===== src/rtl/evo_pkg.sv =====
package evo_pkg;
    localparam int RNG_W = 32;

    typedef enum logic [2:0] {
        ST_IDLE,
        ST_SEED,
        ST_ISSUE,
        ST_WAIT,
        ST_BOUND,
        ST_MUTATE
    } evo_state_e;

    function automatic logic [RNG_W-1:0] rng_advance(input logic [RNG_W-1:0] r);
        return {r[RNG_W-2:0], r[31] ^ r[21] ^ r[1] ^ r[0]};
    endfunction
endpackage


===== src/rtl/evo_lfsr.sv =====
module evo_lfsr
    import evo_pkg::*;
(
    input  logic             clk,
    input  logic             rst_n,
    input  logic             load_i,
    input  logic [RNG_W-1:0] seed_i,
    input  logic             step_i,
    output logic [RNG_W-1:0] value_o
);
    logic [RNG_W-1:0] reg_q;

    always_ff @(posedge clk or negedge rst_n) begin
        if (!rst_n) begin
            reg_q <= RNG_W'(1);
        end else if (load_i) begin
            reg_q <= (seed_i == '0) ? RNG_W'(1) : seed_i;
        end else if (step_i) begin
            reg_q <= rng_advance(reg_q);
        end
    end

    assign value_o = reg_q;
endmodule


===== src/rtl/evo_gene_mutator.sv =====
module evo_gene_mutator #(
    parameter int GENE_W    = 4,
    parameter int NUM_GENES = 8,
    parameter int IDX_W     = 3,
    localparam int CHROM_W  = GENE_W * NUM_GENES
) (
    input  logic [CHROM_W-1:0]      chrom_i,
    input  logic [IDX_W+GENE_W-1:0] rnd_i,
    output logic [CHROM_W-1:0]      chrom_o
);
    logic [IDX_W-1:0]  pick;
    logic [GENE_W-1:0] fresh;

    assign pick  = rnd_i[IDX_W-1:0];
    assign fresh = rnd_i[IDX_W +: GENE_W];

    for (genvar g = 0; g < NUM_GENES; g++) begin : g_gene
        assign chrom_o[g*GENE_W +: GENE_W] =
            (pick == IDX_W'(g)) ? fresh : chrom_i[g*GENE_W +: GENE_W];
    end
endmodule


===== src/rtl/evo_best_keeper.sv =====
module evo_best_keeper #(
    parameter int CHROM_W = 32,
    parameter int FIT_W   = 16
) (
    input  logic               clk,
    input  logic               rst_n,
    input  logic               offer_i,
    input  logic               force_i,
    input  logic [CHROM_W-1:0] cand_i,
    input  logic [FIT_W-1:0]   fit_i,
    output logic [CHROM_W-1:0] best_o,
    output logic [FIT_W-1:0]   best_fit_o
);
    logic take;

    assign take = offer_i && (force_i || (fit_i >= best_fit_o));

    always_ff @(posedge clk or negedge rst_n) begin
        if (!rst_n) begin
            best_o     <= '0;
            best_fit_o <= '0;
        end else if (take) begin
            best_o     <= cand_i;
            best_fit_o <= fit_i;
        end
    end
endmodule


===== src/rtl/evo_es_ctrl.sv =====
module evo_es_ctrl
    import evo_pkg::*;
#(
    parameter int GENE_W    = 4,
    parameter int NUM_GENES = 8,
    parameter int LAMBDA    = 5,
    parameter int FIT_W     = 16,
    parameter int GEN_W     = 24,
    parameter int MUT_W     = 4,
    localparam int CHROM_W  = GENE_W * NUM_GENES,
    localparam int IDX_W    = (NUM_GENES > 1) ? $clog2(NUM_GENES) : 1,
    localparam int KID_W    = (LAMBDA > 1) ? $clog2(LAMBDA) : 1
) (
    input  logic               clk,
    input  logic               rst_n,
    input  logic               start_i,
    input  logic [RNG_W-1:0]   seed_i,
    input  logic [MUT_W-1:0]   mut_count_i,
    input  logic [GEN_W-1:0]   max_gen_i,
    input  logic [FIT_W-1:0]   target_fit_i,
    output logic               eval_req_o,
    output logic [CHROM_W-1:0] cand_o,
    input  logic [FIT_W-1:0]   fit_i,
    input  logic               fit_valid_i,
    output logic [CHROM_W-1:0] best_o,
    output logic [FIT_W-1:0]   best_fit_o,
    output logic [GEN_W-1:0]   gen_o,
    output logic               done_o
);
    evo_state_e state_q, state_nx;

    logic [CHROM_W-1:0] cand_q, parent_q, mutated;
    logic [KID_W-1:0]   kid_q;
    logic [MUT_W-1:0]   left_q;
    logic [GEN_W-1:0]   gen_q;
    logic               first_q, done_q;
    logic [RNG_W-1:0]   rng;
    logic               rng_load, rng_step, offer;
    logic               perfect, last_kid, cap_hit, scored;

    assign perfect  = fit_i >= target_fit_i;
    assign last_kid = kid_q == KID_W'(LAMBDA - 1);
    assign cap_hit  = gen_q >= max_gen_i;
    assign scored   = (state_q == ST_WAIT) && fit_valid_i;

    evo_lfsr u_rng (
        .clk     (clk),
        .rst_n   (rst_n),
        .load_i  (rng_load),
        .seed_i  (seed_i),
        .step_i  (rng_step),
        .value_o (rng)
    );

    evo_gene_mutator #(
        .GENE_W    (GENE_W),
        .NUM_GENES (NUM_GENES),
        .IDX_W     (IDX_W)
    ) u_mut (
        .chrom_i (cand_q),
        .rnd_i   (rng[IDX_W+GENE_W-1:0]),
        .chrom_o (mutated)
    );

    evo_best_keeper #(
        .CHROM_W (CHROM_W),
        .FIT_W   (FIT_W)
    ) u_best (
        .clk        (clk),
        .rst_n      (rst_n),
        .offer_i    (offer),
        .force_i    (first_q),
        .cand_i     (cand_q),
        .fit_i      (fit_i),
        .best_o     (best_o),
        .best_fit_o (best_fit_o)
    );

    // state register
    always_ff @(posedge clk or negedge rst_n) begin
        if (!rst_n) state_q <= ST_IDLE;
        else        state_q <= state_nx;
    end

    // next state
    always_comb begin
        state_nx = state_q;
        unique case (state_q)
            ST_IDLE:   if (start_i) state_nx = ST_SEED;
            ST_SEED:   state_nx = ST_ISSUE;
            ST_ISSUE:  state_nx = ST_WAIT;
            ST_WAIT: begin
                if (fit_valid_i) begin
                    if (perfect)                  state_nx = ST_IDLE;
                    else if (first_q || last_kid) state_nx = ST_BOUND;
                    else                          state_nx = ST_MUTATE;
                end
            end
            ST_BOUND:  state_nx = cap_hit ? ST_IDLE : ST_MUTATE;
            ST_MUTATE: if (left_q == '0) state_nx = ST_ISSUE;
            default:   state_nx = ST_IDLE;
        endcase
    end

    // outputs and strobes
    always_comb begin
        eval_req_o = (state_q == ST_ISSUE);
        rng_load   = (state_q == ST_IDLE) && start_i;
        rng_step   = (state_q == ST_SEED) || ((state_q == ST_MUTATE) && (left_q != '0));
        offer      = scored;
    end

    // datapath
    always_ff @(posedge clk or negedge rst_n) begin
        if (!rst_n) begin
            cand_q   <= '0;
            parent_q <= '0;
            kid_q    <= '0;
            left_q   <= '0;
            gen_q    <= '0;
            first_q  <= 1'b0;
            done_q   <= 1'b0;
        end else begin
            unique case (state_q)
                ST_IDLE: begin
                    if (start_i) begin
                        done_q  <= 1'b0;
                        gen_q   <= '0;
                        kid_q   <= '0;
                        first_q <= 1'b1;
                    end
                end
                ST_SEED:  cand_q <= CHROM_W'(rng);
                ST_ISSUE: ;
                ST_WAIT: begin
                    if (fit_valid_i) begin
                        first_q <= 1'b0;
                        if (perfect) done_q <= 1'b1;
                        if (!first_q) begin
                            if (last_kid) begin
                                kid_q <= '0;
                                if (gen_q != '1) gen_q <= gen_q + 1'b1;
                            end else begin
                                kid_q  <= kid_q + 1'b1;
                                cand_q <= parent_q;
                                left_q <= mut_count_i;
                            end
                        end
                    end
                end
                ST_BOUND: begin
                    parent_q <= best_o;
                    cand_q   <= best_o;
                    kid_q    <= '0;
                    left_q   <= mut_count_i;
                    if (cap_hit) done_q <= 1'b1;
                end
                ST_MUTATE: begin
                    if (left_q != '0) begin
                        cand_q <= mutated;
                        left_q <= left_q - 1'b1;
                    end
                end
                default: ;
            endcase
        end
    end

    assign cand_o = cand_q;
    assign gen_o  = gen_q;
    assign done_o = done_q;
endmodule


===== config.mk =====
export PLATFORM = sky130hd
export DESIGN_NAME = evo_es_ctrl
export DESIGN_NICKNAME = d
export VERILOG_FILES = /design/src/rtl/evo_pkg.sv /design/src/rtl/evo_lfsr.sv /design/src/rtl/evo_gene_mutator.sv /design/src/rtl/evo_best_keeper.sv /design/src/rtl/evo_es_ctrl.sv
export SDC_FILE = /design/constraint.sdc
export NUM_CORES = 1
export LEC_CHECK = 0
export BUFFER_PORTS_ARGS = -buffer_cell sky130_fd_sc_hd__buf_2
export CORE_UTILIZATION = 55
export DETAILED_ROUTE_END_ITERATION = 8
export PLACE_DENSITY = 0.79
export SLEW_MARGIN = 20
export SYNTH_ARGS = -nofsm -noshare
export SYNTH_HDL_FRONTEND = slang
export SYNTH_SLANG_ARGS = --single-unit

===== constraint.sdc =====
create_clock -name clk -period 2.79 [get_ports clk]
set_input_delay 0.4185 -clock clk [delete_from_list [all_inputs] [get_ports clk]]
set_output_delay 0.4185 -clock clk [all_outputs]
set_load 0.02 [all_outputs]

# == Word-level counts from Yosys, hierarchy flattened ==
# Index checks and enable logic that the tools add are counted.
# classes
addsub,3
mul,0
n_div,0
n_lt_le_gt_ge,3
n_eq_ne,32
shifts,0
n_mux,47
n_bitwise,3
reduce_logical,31
# ops
operator,n
two-way mux 32 bit,7
one-hot mux 32 bit (4 select lines),1
two-way mux 24 bit,5
AND reduction 6 bit,9
two-way mux 4 bit,12
one-hot mux 24 bit (2 select lines),1
greater-or-equal comparator 16 bit,2
logical NOT 32 bit,1
two-way mux 3 bit,9
adder 24 x 1 -> 24 bit (second input constant),1
greater-or-equal comparator 24 bit,1
inequality test 24 bit (second input constant),1
== test 3 bit (second input constant),7
inequality test 2 x 1 -> 1 bit (second input constant),10
one-hot mux 3 bit (6 select lines),1
inequality test 2 bit (second input constant),8
== test 3 x 2 -> 1 bit (second input constant),4
one-hot mux 4 bit (3 select lines),1
AND reduction 5 bit,2
one-hot mux 3 bit (3 select lines),1
nonzero test 4 bit,2
two-way mux 1 bit,7
== test 3 x 1 -> 1 bit (second input constant),2
logical NOT 3 bit,2
12 further kinds,22
# word_totals
reg_bits,180
latch_bits,0
ram_bits,0
mem_bits_ro,0
input_bits,96
out_inout_bits,106
elab_cells,137
n_memories,0

# == Longest topological paths before layout ==
# depth
ltp_word,6
depth_mapped,11
depth_no_buf,8

# == By module ==
# A second synthesis with hierarchy kept.
# unflattened
hier_cells,1002
hier_area_um2,10527.6
# modules_own_cells
mod,instances,cells_per_inst,area_each_um2,seq_area_each_um2
evo_es_ctrl,1,655,6214.7,2502.4
evo_best_keeper,1,155,2327.2,1201.2
evo_lfsr,1,152,1555.2,802.0
evo_gene_mutator,1,40,430.4,0.0

# == Worst setup path after synthesis ==
# No wires, ideal clock.
# synth_timing
kind,flip-flop to flip-flop
startpoint,reg u_best.best_fit_o[14]
endpoint,reg u_best.best_fit_o[0]
setup_ps,133
arrival_ps,2251
required_time_ps,2657
setup_slack_ps,406
stages_incl_launch_ff,11
path_buffers,2
period_less_slack_ps,2384
path_cell_list,dfrtp_1 > inv_1 > ha_1 > nand4_1 > nand2_1 > or4_1 > clkbuf_1 > clkbuf_1 > nand4_1 > a21boi_0 > nand3_1
# synth_via
elab_chain_len,3
# synth_lines
item,line,text
"start, declared",evo_best_keeper.sv:12,output logic [FIT_W-1:0] best_fit_o
"start signal, assigned",evo_best_keeper.sv:24,best_fit_o <= fit_i;
greater-or-equal comparator 16 bit,evo_best_keeper.sv:16,assign take = offer_i && (force_i || (fit_i >= best_fit_o));
logical OR 1 bit,evo_best_keeper.sv:16,
logical AND 1 bit,evo_best_keeper.sv:16,
# No other way between the ends.
# A chain may end at the register's enable or synchronous reset.

# == Worst setup path in the final report ==
# layout_timing
startpoint,reg kid_q[0]
endpoint,"reg cand_q[1], in the netlist cand_o[1]"
# layout_via
elab_chain_len,3
# layout_lines
item,line,text
"start, declared",evo_es_ctrl.sv:33,logic [KID_W-1:0] kid_q;
"start signal, assigned",evo_es_ctrl.sv:144,kid_q <= kid_q + 1'b1;
== test 3 bit,evo_es_ctrl.sv:42,assign last_kid = kid_q == KID_W'(LAMBDA - 1);
inequality test 2 bit (no source line),-,
AND reduction 6 bit (no source line),-,
"end signal, assigned",evo_es_ctrl.sv:133,ST_SEED: cand_q <= CHROM_W'(rng);
"end signal, assigned",evo_es_ctrl.sv:145,cand_q <= parent_q;
"end signal, assigned",evo_es_ctrl.sv:153,cand_q <= best_o;
"end, declared",evo_es_ctrl.sv:32,"logic [CHROM_W-1:0] cand_q, parent_q, mutated;"
# No other way between the ends.

==> metrics.yaml <==
yosys:
  synthTopCellsByArea: "dfrtp_1 (39%), ha_1 (6.5%), a21oi_1 (3.9%)"
  ys_seq_area_share_pct: 39.2
  netlist.area_leader.share_pct: 39.0
  yosysMostFrequentCell: "dfrtp_1"
  ys_ff_latch: 180
  synth_top_area_cell: "dfrtp_1"
  syn_nets: 1473
  synth_area_per_cell_sq_um: 8.73
  synthArstFlopShare_pct: 100
  syn-cell-area_sq_um: 11500
  synth_common_cells: "dfrtp_1 (179), nand2_1 (116), nor2_1 (97)"
  synthCells: 1317
  synth-main-ff-cell: "dfrtp_1"
  yosys_warnings: 0
  ys_types: 68
  synth_edf_count: 0
timing:
  rsz0062_at_grt: "false"
  worstMarginPinSlew_ns: 0.659
  setup_viol: 0
  max-slew-margin-rel_pct: 56.0
  fmax_ghz: 0.379
  skew_ns: 0.00813
  setup_slack_ns: 0.153
  layout_min_cycle_time_ns: 2.64
  hold_viol_final: 0
  layout_worst_path_cycle_share_pct: 94.5
  tns_ns: 0
  drv_slew: 0
drt:
  viasPerCell: 6.50
  vias: 11473
  drc: 0
  drtAntennaViolNets: 0
  drt_iter0_drc: 1165
  avgRoutedWirePerCell_um: 19.7
  wl_mm: 34.8
  first_pass_iters: 6
final_layout:
  multiInputGateArea_sq_um: 6270
  stdcell_area_sq_um: 13500
  antenna_cells: 0
  seq_area_sq_um: 4510
  nFillCells: 1639
  drive_gt1_share_pct: 22.7
  area_delta_synth_final_pct: 17.6
  fin_nets: 1639
run:
  drv_cap: 0
grt:
  overflow: 0
  grt_use_total_pct: 32.8
  grt_antenna_before_repair: 0
  grt_pass1_vias: 11046
  grt_max_degree: 66
  grt_pass1_wl_mm: 56.6
critical_path:
  crit_fanout: 8
  cp.required_ns: 3.14
  crit_type: "flip-flop to flip-flop"
  setup.worst_path.end_class: "flip-flop"
  start_kind: "flip-flop"
  arrival_ns: 2.98
placement:
  place_congestion: 0.895
  io_buffers: 201
  place_hpwl_mm: 23.8
  place_area_sq_um: 12900
  post-place-ws_ns: 0.245
clock_network:
  clk_path_buf_depth: 2
  cts_setup_buffers: 0
  cts-resized-gates: 0
  clock_latency_ns: 0.43
  path_clk_slew_ns: 0.07
  cts_root_buf: "clkbuf_16"
  cts_tree: "done"
  ctsHtreeMaxLevel: 4
  cts.sinks: 180
  numCtsBuffers: 17
outcome:
  status: "completed"
die:
  initial_utilization_pct: 56.5
  die-height_um: 147
  die-area_sq_um: 21500
  num_rows: 52
  die_x_um: 147
  ioPinCount: 202
  core_area_sq_um: 20400
min_path:
  hold_path.class: "input port to flip-flop"
pwr:
  p_leak_nw: 5.94
  peakVddDrop_mv: 0.540
  p_per_area_nw_per_um2: 1130
==> path summary, 6_finish.rpt <==
| path | from | endpoint | slack (ns) | cells past startpoint |
|---|---|---|---|---|
| worst max-delay path | kid_q[0]$_DFFE_PN0P_ | cand_o[1]$_DFFE_PN0P_ | 0.15 | 8 |
| worst min-delay path | mut_count_i[0] | left_q[0]$_DFFE_PN0P_ | 0.22 | 3 |
| worst max register to register | kid_q[0]$_DFFE_PN0P_ | cand_o[1]$_DFFE_PN0P_ | 0.15 | 8 |
| worst min register to register | kid_q[2]$_DFFE_PN0P_ | kid_q[2]$_DFFE_PN0P_ | 0.49 | 1 |
| max in group asynchronous | rst_n | u_rng.value_o[7]$_DFFE_PN0P_ | 1.46 | 3 |
| min in group asynchronous | rst_n | gen_o[3]$_DFFE_PN0P_ | 0.54 | 2 |
==> stage by stage <==
| stage | power (mW) | hold WS (ns) | instances | utilization [%] |
|---|---|---|---|---|
| after detailed placement | 12.6 | 0.424 | 1733 | 63.4 |
| after CTS | 15.1 | 0.212 | 1766 | 66.4 |
| after floorplan | 9.69 | 0.123 | 1317 | - |
| final | 15.2 | 0.222 | 1766 | 66.4 |
| after global placement | 12.3 | 0.420 | 1733 | 63.4 |
| after global routing | 16.1 | 0.226 | 1766 | 66.4 |
==> sequential cells by signal, indices dropped and copies added (netlist names), 3 cells and up <==
name,flops
left_q,4
state_q,3
gen_o,24
u_rng.value_o,32
cand_o,32
kid_q,3
u_best.best_o,32
parent_q,32
u_best.best_fit_o,16
==> worst max-delay path: stages (launching register included) <==
cell and delay, ns:
dfrtp_1 0.38, inv_1 0.08, ha_1 0.21, nand2_1 0.14, or3b_1 0.41, a32oi_1 0.22, o21ai_1 0.26, a21oi_1 0.59
mux2i_1 0.27
==> report_power, final <==
group,switching [mW],internal [mW]
clock network,1.08,1.38
registers,1.27,3.68
logic,4.87,2.92
==> cell usage in the layout (no fill, tap or decap), types with 7 or more instances in the layout <==
cell type / count
a21boi_0: 34
a21o_1: 9
a21oi_1: 88
a31oi_1: 7
a41oi_1: 15
buf_2: 200
buf_4: 44
clkbuf_16: 17
dfrtp_1: 179
ha_1: 60
inv_1: 90
mux2_2: 36
mux2i_1: 37
nand2_1: 115
nand2b_1: 8
nand3_1: 65
nand4_1: 44
nor2_1: 97
nor2b_1: 8
nor4_1: 11
o21ai_0: 82
o21ai_1: 16
o221ai_1: 28
o311ai_0: 48
o31ai_1: 7
or4_1: 49
==> per-layer routing <==
metal	track usage [%]	routed length [um]	share of wire (%)	vias up
met2	53.4	16600	48	583
met5	0	0	0	-
li1	-	-	-	5220
met1	41.6	13800	40	5550
met3	5.53	2780	8.0	120
met4	18.1	1700	4.9	0
==> logic make-up after synthesis <==
kind of cell               after synthesis  share of synthesized area [%]
xor gates and xnor gates                 4                          0.305
DFF                                    180                           39.2
muxes                                   73                           6.75
AOI/OAI and AO/OA                      369                           21.6
and+or+nand+nor                        436                           19.2
buffers and inverters                  195                           6.52
adders and majority gates               60                           6.53
==> timing repair <==
action,4_1_cts,5_1_grt
endpoints found under the hold margin,47,0
endpoints found under the setup margin,0,0
hold buffers,1,0
==> final cells by class <==
class                   instances  share of cell area (%)
clock buffers                  19                    3.35
clock inverters                13                    1.07
inverters                      90                    2.50
multi-input cells             942                    46.4
flip-flops and latches        180                    33.3
well taps                     270                    2.50
repair buffers                252                    10.9
No activity file was read; power rests on OpenSTA's default activity.
